$ cat src/rtl/tagdir_pkg.sv
package tagdir_pkg;

  typedef enum logic [1:0] {
    PERM_ABSENT = 2'd0,
    PERM_INVAL  = 2'd1,
    PERM_RDONLY = 2'd2,
    PERM_RDWR   = 2'd3
  } perm_e;

  typedef enum logic [1:0] {
    KIND_LOAD  = 2'd0,
    KIND_FETCH = 2'd1,
    KIND_STORE = 2'd2
  } kind_e;

  typedef enum logic [3:0] {
    OP_NOP     = 4'd0,
    OP_ACCESS  = 4'd1,
    OP_RELAXED = 4'd2,
    OP_PRESENT = 4'd3,
    OP_AVAIL   = 4'd4,
    OP_ALLOC   = 4'd5,
    OP_FREE    = 4'd6,
    OP_SETPERM = 4'd7,
    OP_PROBE   = 4'd8,
    OP_TOUCH   = 4'd9
  } op_e;

endpackage

$ cat src/rtl/tagdir_store.sv
module tagdir_store #(
  parameter int SETS   = 4,
  parameter int WAYS   = 4,
  parameter int ADDR_W = 16,
  parameter int SET_W  = 2,
  parameter int WAY_W  = 2
) (
  input  logic              clk,
  input  logic              rst_n,
  input  logic [SET_W-1:0]  rd_set,
  output logic [ADDR_W-1:0] rd_tag  [WAYS],
  output logic [1:0]        rd_perm [WAYS],
  input  logic              wr_tag_en,
  input  logic              wr_perm_en,
  input  logic [SET_W-1:0]  wr_set,
  input  logic [WAY_W-1:0]  wr_way,
  input  logic [ADDR_W-1:0] wr_tag,
  input  logic [1:0]        wr_perm
);

  logic [ADDR_W-1:0] tag_q  [SETS][WAYS];
  logic [ADDR_W-1:0] tag_d  [SETS][WAYS];
  logic [1:0]        perm_q [SETS][WAYS];
  logic [1:0]        perm_d [SETS][WAYS];
  logic              upd_en;

  assign upd_en = wr_tag_en | wr_perm_en;

  always_comb begin
    tag_d  = tag_q;
    perm_d = perm_q;
    if (wr_tag_en)  tag_d[wr_set][wr_way]  = wr_tag;
    if (wr_perm_en) perm_d[wr_set][wr_way] = wr_perm;
  end

  always_ff @(posedge clk or negedge rst_n) begin
    if (!rst_n) begin
      for (int s = 0; s < SETS; s++) begin
        for (int w = 0; w < WAYS; w++) begin
          tag_q[s][w]  <= '0;
          perm_q[s][w] <= 2'd0;
        end
      end
    end else if (upd_en) begin
      tag_q  <= tag_d;
      perm_q <= perm_d;
    end
  end

  always_comb begin
    for (int w = 0; w < WAYS; w++) begin
      rd_tag[w]  = tag_q[rd_set][w];
      rd_perm[w] = perm_q[rd_set][w];
    end
  end

  for (genvar s = 0; s < SETS; s++) begin : g_set_chk
    for (genvar w = 0; w < WAYS; w++) begin : g_way_chk

      perm_write_chk: assert property (@(posedge clk) disable iff (!rst_n)
        (wr_perm_en && wr_set == SET_W'(s) && wr_way == WAY_W'(w))
        |=> (perm_q[s][w] == $past(wr_perm)));
    end
  end

endmodule

$ cat src/rtl/tagdir_lookup.sv
module tagdir_lookup #(
  parameter int WAYS   = 4,
  parameter int ADDR_W = 16,
  parameter int WAY_W  = 2
) (
  input  logic [ADDR_W-1:0] rd_tag  [WAYS],
  input  logic [1:0]        rd_perm [WAYS],
  input  logic [ADDR_W-1:0] req_addr,
  output logic              match,
  output logic [WAY_W-1:0]  match_way,
  output logic [1:0]        match_perm,
  output logic              tag_seen,
  output logic              free_found,
  output logic [WAY_W-1:0]  free_way
);

  always_comb begin
    match      = 1'b0;
    match_way  = '0;
    match_perm = 2'd0;
    tag_seen   = 1'b0;
    free_found = 1'b0;
    free_way   = '0;
    for (int w = 0; w < WAYS; w++) begin
      if (rd_tag[w] == req_addr) begin
        tag_seen = 1'b1;
        if (rd_perm[w] != 2'd0 && !match) begin
          match      = 1'b1;
          match_way  = WAY_W'(w);
          match_perm = rd_perm[w];
        end
      end
      if (rd_perm[w] == 2'd0 && !free_found) begin
        free_found = 1'b1;
        free_way   = WAY_W'(w);
      end
    end
  end

endmodule

$ cat src/rtl/tagdir_lru.sv
module tagdir_lru #(
  parameter int SETS  = 4,
  parameter int WAYS  = 4,
  parameter int SET_W = 2,
  parameter int WAY_W = 2
) (
  input  logic             clk,
  input  logic             rst_n,
  input  logic             touch_en,
  input  logic [SET_W-1:0] touch_set,
  input  logic [WAY_W-1:0] touch_way,
  input  logic [SET_W-1:0] rd_set,
  output logic [WAY_W-1:0] victim_way
);

  localparam logic [WAY_W-1:0] AGE_MAX = WAY_W'(WAYS - 1);

  logic [WAY_W-1:0] age_q [SETS][WAYS];
  logic [WAY_W-1:0] age_d [SETS][WAYS];
  logic [WAY_W-1:0] cur_age;
  logic [WAYS-1:0]  oldest [SETS];

  always_comb begin
    age_d   = age_q;
    cur_age = age_q[touch_set][touch_way];
    if (touch_en) begin
      for (int w = 0; w < WAYS; w++) begin
        if (age_q[touch_set][w] < cur_age)
          age_d[touch_set][w] = age_q[touch_set][w] + 1'b1;
      end
      age_d[touch_set][touch_way] = '0;
    end
  end

  always_ff @(posedge clk or negedge rst_n) begin
    if (!rst_n) begin
      for (int s = 0; s < SETS; s++) begin
        for (int w = 0; w < WAYS; w++) begin
          age_q[s][w] <= WAY_W'(w);
        end
      end
    end else if (touch_en) begin
      age_q <= age_d;
    end
  end

  always_comb begin
    victim_way = '0;
    for (int w = 0; w < WAYS; w++) begin
      if (age_q[rd_set][w] == AGE_MAX) victim_way = WAY_W'(w);
    end
  end

  always_comb begin
    for (int s = 0; s < SETS; s++) begin
      for (int w = 0; w < WAYS; w++) begin
        oldest[s][w] = (age_q[s][w] == AGE_MAX);
      end
    end
  end

  for (genvar s = 0; s < SETS; s++) begin : g_age_chk

    oldest_unique_chk: assert property (@(posedge clk) disable iff (!rst_n)
      $onehot(oldest[s]));
    for (genvar w = 0; w < WAYS; w++) begin : g_way_chk

      touch_zero_chk: assert property (@(posedge clk) disable iff (!rst_n)
        (touch_en && touch_set == SET_W'(s) && touch_way == WAY_W'(w))
        |=> (age_q[s][w] == '0));
    end
  end

endmodule

$ cat src/rtl/tag_directory.sv
module tag_directory
  import tagdir_pkg::*;
#(
  parameter int SET_BITS = 2,
  parameter int WAYS     = 4,
  parameter int ADDR_W   = 16,
  localparam int SETS    = 1 << SET_BITS,
  localparam int WAY_W   = (WAYS > 1) ? $clog2(WAYS) : 1
) (
  input  logic              clk,
  input  logic              rst_n,
  input  logic              req_valid,
  input  logic [3:0]        req_op,
  input  logic [1:0]        req_kind,
  input  logic [ADDR_W-1:0] req_addr,
  input  logic [1:0]        req_perm,
  output logic              rsp_valid,
  output logic              rsp_hit,
  output logic [WAY_W-1:0]  rsp_way,
  output logic [1:0]        rsp_perm,
  output logic [ADDR_W-1:0] rsp_victim,
  output logic              rsp_error
);

  logic [SET_BITS-1:0] sel_set;
  logic [ADDR_W-1:0]   rd_tag  [WAYS];
  logic [1:0]          rd_perm [WAYS];
  logic                match, tag_seen, free_found, avail, acc_ok;
  logic [WAY_W-1:0]    match_way, free_way, victim_way;
  logic [1:0]          match_perm;

  logic                wr_tag_en, wr_perm_en, touch_en;
  logic [WAY_W-1:0]    wr_way, touch_way;
  logic [1:0]          wr_perm;

  logic                hit_d, err_d;
  logic [WAY_W-1:0]    way_d;
  logic [1:0]          perm_d;
  logic [ADDR_W-1:0]   victim_d;

  logic                valid_q, hit_q, err_q;
  logic [WAY_W-1:0]    way_q;
  logic [1:0]          perm_q;
  logic [ADDR_W-1:0]   victim_q;
  logic [3:0]          op_q;
  logic [1:0]          kind_q;

  assign sel_set = req_addr[SET_BITS-1:0];

  tagdir_store #(
    .SETS(SETS), .WAYS(WAYS), .ADDR_W(ADDR_W), .SET_W(SET_BITS), .WAY_W(WAY_W)
  ) u_store (
    .clk(clk), .rst_n(rst_n), .rd_set(sel_set), .rd_tag(rd_tag), .rd_perm(rd_perm),
    .wr_tag_en(wr_tag_en), .wr_perm_en(wr_perm_en), .wr_set(sel_set),
    .wr_way(wr_way), .wr_tag(req_addr), .wr_perm(wr_perm)
  );

  tagdir_lookup #(
    .WAYS(WAYS), .ADDR_W(ADDR_W), .WAY_W(WAY_W)
  ) u_lookup (
    .rd_tag(rd_tag), .rd_perm(rd_perm), .req_addr(req_addr),
    .match(match), .match_way(match_way), .match_perm(match_perm),
    .tag_seen(tag_seen), .free_found(free_found), .free_way(free_way)
  );

  tagdir_lru #(
    .SETS(SETS), .WAYS(WAYS), .SET_W(SET_BITS), .WAY_W(WAY_W)
  ) u_lru (
    .clk(clk), .rst_n(rst_n), .touch_en(touch_en), .touch_set(sel_set),
    .touch_way(touch_way), .rd_set(sel_set), .victim_way(victim_way)
  );

  assign avail  = tag_seen | free_found;
  assign acc_ok = match & ((match_perm == PERM_RDWR) |
                           ((match_perm == PERM_RDONLY) & (req_kind != KIND_STORE)));

  always_comb begin
    wr_tag_en  = 1'b0;
    wr_perm_en = 1'b0;
    wr_way     = match_way;
    wr_perm    = PERM_ABSENT;
    touch_en   = 1'b0;
    touch_way  = match_way;
    hit_d      = 1'b0;
    err_d      = 1'b0;
    way_d      = match ? match_way : '0;
    perm_d     = match ? match_perm : PERM_ABSENT;
    victim_d   = '0;
    if (req_valid) begin
      case (op_e'(req_op))
        OP_ACCESS: begin
          hit_d    = acc_ok;
          touch_en = match;
        end
        OP_RELAXED: begin
          hit_d    = match;
          touch_en = match;
        end
        OP_PRESENT: hit_d = match;
        OP_AVAIL:   hit_d = avail;
        OP_ALLOC: begin
          if (match || !free_found) begin
            err_d = 1'b1;
          end else begin
            wr_tag_en  = 1'b1;
            wr_perm_en = 1'b1;
            wr_way     = free_way;
            wr_perm    = PERM_INVAL;
            touch_en   = 1'b1;
            touch_way  = free_way;
            hit_d      = 1'b1;
            way_d      = free_way;
            perm_d     = PERM_INVAL;
          end
        end
        OP_FREE: begin
          err_d      = !match;
          hit_d      = match;
          wr_perm_en = match;
          wr_perm    = PERM_ABSENT;
        end
        OP_SETPERM: begin
          err_d      = !match;
          hit_d      = match;
          wr_perm_en = match;
          wr_perm    = req_perm;
        end
        OP_PROBE: begin
          if (avail) begin
            err_d = 1'b1;
          end else begin
            way_d    = victim_way;
            perm_d   = rd_perm[victim_way];
            victim_d = rd_tag[victim_way];
          end
        end
        OP_TOUCH: begin
          err_d    = !match;
          hit_d    = match;
          touch_en = match;
        end
        default: ;
      endcase
    end
  end

  always_ff @(posedge clk or negedge rst_n) begin
    if (!rst_n) begin
      valid_q  <= 1'b0;
      hit_q    <= 1'b0;
      err_q    <= 1'b0;
      way_q    <= '0;
      perm_q   <= 2'd0;
      victim_q <= '0;
      op_q     <= 4'd0;
      kind_q   <= 2'd0;
    end else begin
      valid_q <= req_valid;
      if (req_valid) begin
        hit_q    <= hit_d;
        err_q    <= err_d;
        way_q    <= way_d;
        perm_q   <= perm_d;
        victim_q <= victim_d;
        op_q     <= req_op;
        kind_q   <= req_kind;
      end
    end
  end

  assign rsp_valid  = valid_q;
  assign rsp_hit    = hit_q;
  assign rsp_error  = err_q;
  assign rsp_way    = way_q;
  assign rsp_perm   = perm_q;
  assign rsp_victim = victim_q;


  rsp_timing_chk: assert property (@(posedge clk) disable iff (!rst_n)
    req_valid |=> rsp_valid);


  store_needs_rw_chk: assert property (@(posedge clk) disable iff (!rst_n)
    (rsp_valid && op_q == OP_ACCESS && kind_q == KIND_STORE && rsp_hit)
    |-> (rsp_perm == PERM_RDWR));


  error_no_hit_chk: assert property (@(posedge clk) disable iff (!rst_n)
    (rsp_valid && rsp_error) |-> !rsp_hit);


  refused_alloc_no_write_chk: assert property (@(posedge clk) disable iff (!rst_n)
    (req_valid && req_op == OP_ALLOC && match) |-> !wr_tag_en);

endmodule

$ cat config.mk
export PLATFORM = sky130hd
export DESIGN_NAME = tag_directory
export DESIGN_NICKNAME = d
export VERILOG_FILES = /design/src/rtl/tagdir_pkg.sv /design/src/rtl/tagdir_store.sv /design/src/rtl/tagdir_lookup.sv /design/src/rtl/tagdir_lru.sv /design/src/rtl/tag_directory.sv
export SDC_FILE = /design/constraint.sdc
export NUM_CORES = 1
export LEC_CHECK = 0
export BUFFER_PORTS_ARGS = -buffer_cell sky130_fd_sc_hd__buf_2
export CELL_PAD_IN_SITES_DETAIL_PLACEMENT = 1
export CELL_PAD_IN_SITES_GLOBAL_PLACEMENT = 2
export CORE_ASPECT_RATIO = 1.2
export CORE_UTILIZATION = 48
export CTS_CLUSTER_DIAMETER = 100
export DETAILED_ROUTE_END_ITERATION = 7
export HOLD_SLACK_MARGIN = 0.06
export PLACE_DENSITY_LB_ADDON = 0.1
export REMOVE_ABC_BUFFERS = 1
export SYNTH_ARGS = -nofsm -noshare
export SYNTH_HDL_FRONTEND = slang
export SYNTH_SLANG_ARGS = --single-unit
$ cat constraint.sdc
create_clock -name clk -period 5.11 [get_ports clk]
set_input_delay 0.2555 -clock clk [delete_from_list [all_inputs] [get_ports clk]]
set_output_delay 0.2555 -clock clk [all_outputs]
set_load 0.1 [all_outputs]
==> impl_results.rst <==
.. list-table::
   :header-rows: 1

   * - Metric
     - Value
   * - Status
     - finished, violations left
   * - Violations in the final reports
     - DRC
   * - Number of core rows
     - slightly below 80
   * - Die boundary width
     - 179.7 µm
   * - Standard cell area after detailed placement
     - roughly 19000 µm²
   * - Clock tree from TritonCTS
     - built
   * - Worst R2R Path Depth
     - 11
   * - Nets@finish
     - 1455
   * - Data arrival at the endpoint of the critical path
     - about 4.6 ns
   * - Global route overflow
     - 0
   * - Area of the placeable core
     - around 37000 µm²
   * - DR vias/cell
     - 6.095
   * - Maximum achievable frequency
     - between 0.2 and 0.25 GHz
   * - Yosys warns
     - 0
   * - Final Non-Filler Cells
     - 1926
   * - Port Buffer Count
     - slightly below 50
   * - Starting density of the core
     - around half
   * - Overall global routing resource usage
     - roughly 27%
   * - Area Overhead vs Synth
     - 10.27%
   * - Antenna cell count
     - 0
   * - CTS max path bufs
     - 3
   * - CTS resizes
     - 0
   * - Transition time at the pin with the least slew margin
     - between 1 and 1.5 ns
   * - Post-Route Utilization
     - 54.10%
   * - Die outline area
     - roughly 39000 µm²
   * - Final cell area excluding filler cells
     - around 20000 µm²
   * - Number of global-route vias before repair
     - around 13000
   * - DRC
     - 6
   * - Standby leakage power
     - between 9 and 10 nW
   * - Detailed placer's ending HPWL
     - about 35000 µm
   * - Sequential area share after synthesis
     - ~47%
   * - First DRT Iteration DRCs
     - roughly 570
   * - Total power after layout
     - between 6 and 7 mW
   * - RSZ-0062 raised after global routing
     - no
   * - CTS Root Buffer Type
     - clkbuf_16
   * - Number of top-level design ports
     - 50
   * - Total of flip-flops plus latches after synthesis
     - about 340
   * - Required time of the critical path
     - between 5 and 6 ns
   * - Number of placed cells counting well taps
     - 1857
   * - Post-Synthesis Cell Area
     - 18200 µm²
   * - Routed Wire Length
     - around 51000 µm
   * - Endpoint kind of the worst setup timing path
     - register
   * - Number of cells produced by synthesis
     - ~1400
   * - Routed via count
     - roughly 12000
   * - Maximum ir drop on the vdd rail
     - approximately 0.00026 V
   * - CTS clk-pin slew, worst paths
     - about 0.06 ns
   * - Final weighted congestion of routability-driven global placement
     - 0.8506
   * - Remaining number of nets flagged by the antenna check after routing
     - 0
   * - Commonest non-fill, non-tap cells in the layout
     - 327 x dfrtp_1, 233 x mux2_2, 74 x mux4_2, 66 x nand2_1, 53 x o21ai_0
   * - Most common cell after layout, fill and taps aside
     - dfrtp_1
   * - Hold crit path type
     - in2reg
   * - Number of setup violations in the final report
     - 0
   * - Pwr dens
     - 307.2 nW/µm²
   * - Clock latency on the worst-skew pair
     - approximately 0.55 ns
   * - Initial antenna violation count
     - 0
   * - Max-slew headroom at the worst pin
     - between 20 and 25%
   * - Hold-critical path depth
     - 4
   * - Worst setup path category
     - in2reg
   * - Number of library cell types mapped by synthesis
     - 100
   * - Die height
     - around 220 µm
   * - Count of flip-flops with a built-in enable after synthesis
     - 0
   * - Maximum net fanout on the critical path
     - 40
   * - Number of CTS-inserted buffers
     - 39
   * - Worst Setup Start Kind
     - input port
   * - Mean instance size in the synthesized netlist
     - roughly 13 µm²
   * - Maxcap violations
     - 0
   * - Slew Limit Fails
     - 0
   * - Iteration count of the initial detailed-routing pass
     - 6
   * - Clock Skews
     - approximately 0.017 ns
   * - Final period utilization
     - around 81%
   * - Final critical delay including setup and external delays
     - 4.114 ns
   * - Share of layout cells above drive strength 1
     - about 37%
   * - Pin count of the biggest net entering global routing
     - between 100 and 150
   * - Sum Neg Setup Slack
     - 0 ns
   * - Final number of hold-violating endpoints
     - 0
   * - Htree depth
     - 2
   * - Dominant synthesized flop cell
     - dfrtp_1
   * - Wire length of the first global-routing pass
     - about 80000 µm
   * - Async S/R FF share, synth
     - 100.0%
   * - Routed length per instance
     - between 20 and 30 µm
   * - Number of sinks handled by clock tree synthesis
     - roughly 340
## Yosys cell counts (5+ instances only)
master	n	area (µm²)
o21ai_0	53	265.3
a22o_1	19	166.4
o211ai_1	7	52.55
nand4_1	8	50.05
nor2_4	5	56.30
buf_6	14	157.7
a21oi_1	24	120.1
xor2_1	19	166.4
mux2_1	39	439.2
mux4_2	74	1667
nand2b_1	16	100.1
nand2_1	66	247.7
a211oi_1	5	37.54
clkbuf_1	53	198.9
and3_1	6	37.54
nor2b_1	18	112.6
mux2i_1	31	310.3
o2bb2ai_1	7	61.31
and2_1	12	75.07
or2_2	14	87.58
buf_1	5	18.77
o21ai_1	13	65.06
xnor2_1	39	341.6
buf_2	17	85.08
dfrtp_1	327	8183
mux4_1	8	210.2
o32ai_1	5	43.79
nor3_1	7	35.03
mux2_2	233	2624
nor2_1	49	183.9
dfstp_2	16	420.4
a31oi_1	5	31.28
nand3_1	28	140.1
nor2_2	5	31.28
inv_1	31	116.4
buf_4	11	82.58
## layer usage
metal  share of wire, %  GRT usage (%)  wire length [µm]
met4                3.8          11.09              1932
met2                 52          48.22             26330
met3                2.5          3.067              1250
met1                 42          34.21             21030
met5                  0              0                 0
## area by class of cell
type,count,area (µm²)
inverters,32,120.1
clock buffers,60,1105
multi-input cells,921,8880
flip-flops and latches,343,8603
well taps,474,593.1
clock inverters,8,101.3
repair buffers,88,663.1
fillers,3681,17030
## sequential cells by signal (all words and copies together), names as in the netlist
signal / cells
u_store.perm_q: 32
rsp_hit: 1
rsp_perm: 2
rsp_victim: 16
rsp_valid: 1
rsp_way: 2
rsp_error: 1
u_lru.age_q: 32
u_store.tag_q: 256
## power breakdown
group	leakage, nW	switching, mW	total (mW)	internal (mW)
sequential	4.67	0.0502	2.85	2.80
clock	0.589	1.11	2.70	1.59
combinational	4.09	0.370	0.607	0.237
total	9.35	1.53	6.16	4.63
## repair_timing
action / 4_1_cts / 5_1_grt
hold buffers: 1 / 0
hold endpoints to repair: 77 / 0
setup buffers: 0 / 0
## worst paths after layout
kind	startpoint	to	slack (ns)
setup / recovery	req_addr[0]	u_store.tag_q[207]	1.0
hold / removal	req_addr[14]	u_store.tag_q[14]	0.20
setup reg to reg	u_store.tag_q[10]	u_store.tag_q[207]	1.03
hold reg to reg	u_store.tag_q[49]	u_store.tag_q[49]	0.46
max in group asynchronous	rst_n	u_store.tag_q[11]	3.52
min in group asynchronous	rst_n	u_lru.age_q[29]	0.33
## worst max-delay path, cell delays in order
cell     delay, ns
buf_6         0.45
buf_4         0.28
mux4_2        0.53
xor2_1        0.27
nor4_4        0.12
and4b_1       0.37
nor4_4        0.60
nand2_2       0.19
nor2_4        0.27
nand2_4       0.16
nor2_4        0.54
mux2_2        0.42
## metrics by stage
step / hold slack (ns) / worst slack (ns)
after global placement: 0.3345 / 0.5437
after detailed placement: 0.3409 / 0.4301
after CTS: 0.1933 / 0.9979
after floorplan: -0.04009 / 1.867
final: 0.2027 / 0.9956
after global routing: 0.2329 / 0.7999
## logic make-up after synthesis
group | count (synthesis) | synth area share [%]
DFF | 343 | 47.28
adders and majority gates | 7 | 0.4538
and+or+nand+nor | 280 | 9.152
AOI/OAI and AO/OA | 191 | 7.523
buffers and inverters | 135 | 3.947
xor gates and xnor gates | 58 | 2.792
muxes | 385 | 28.85
Power figures use the tool's default switching activity.
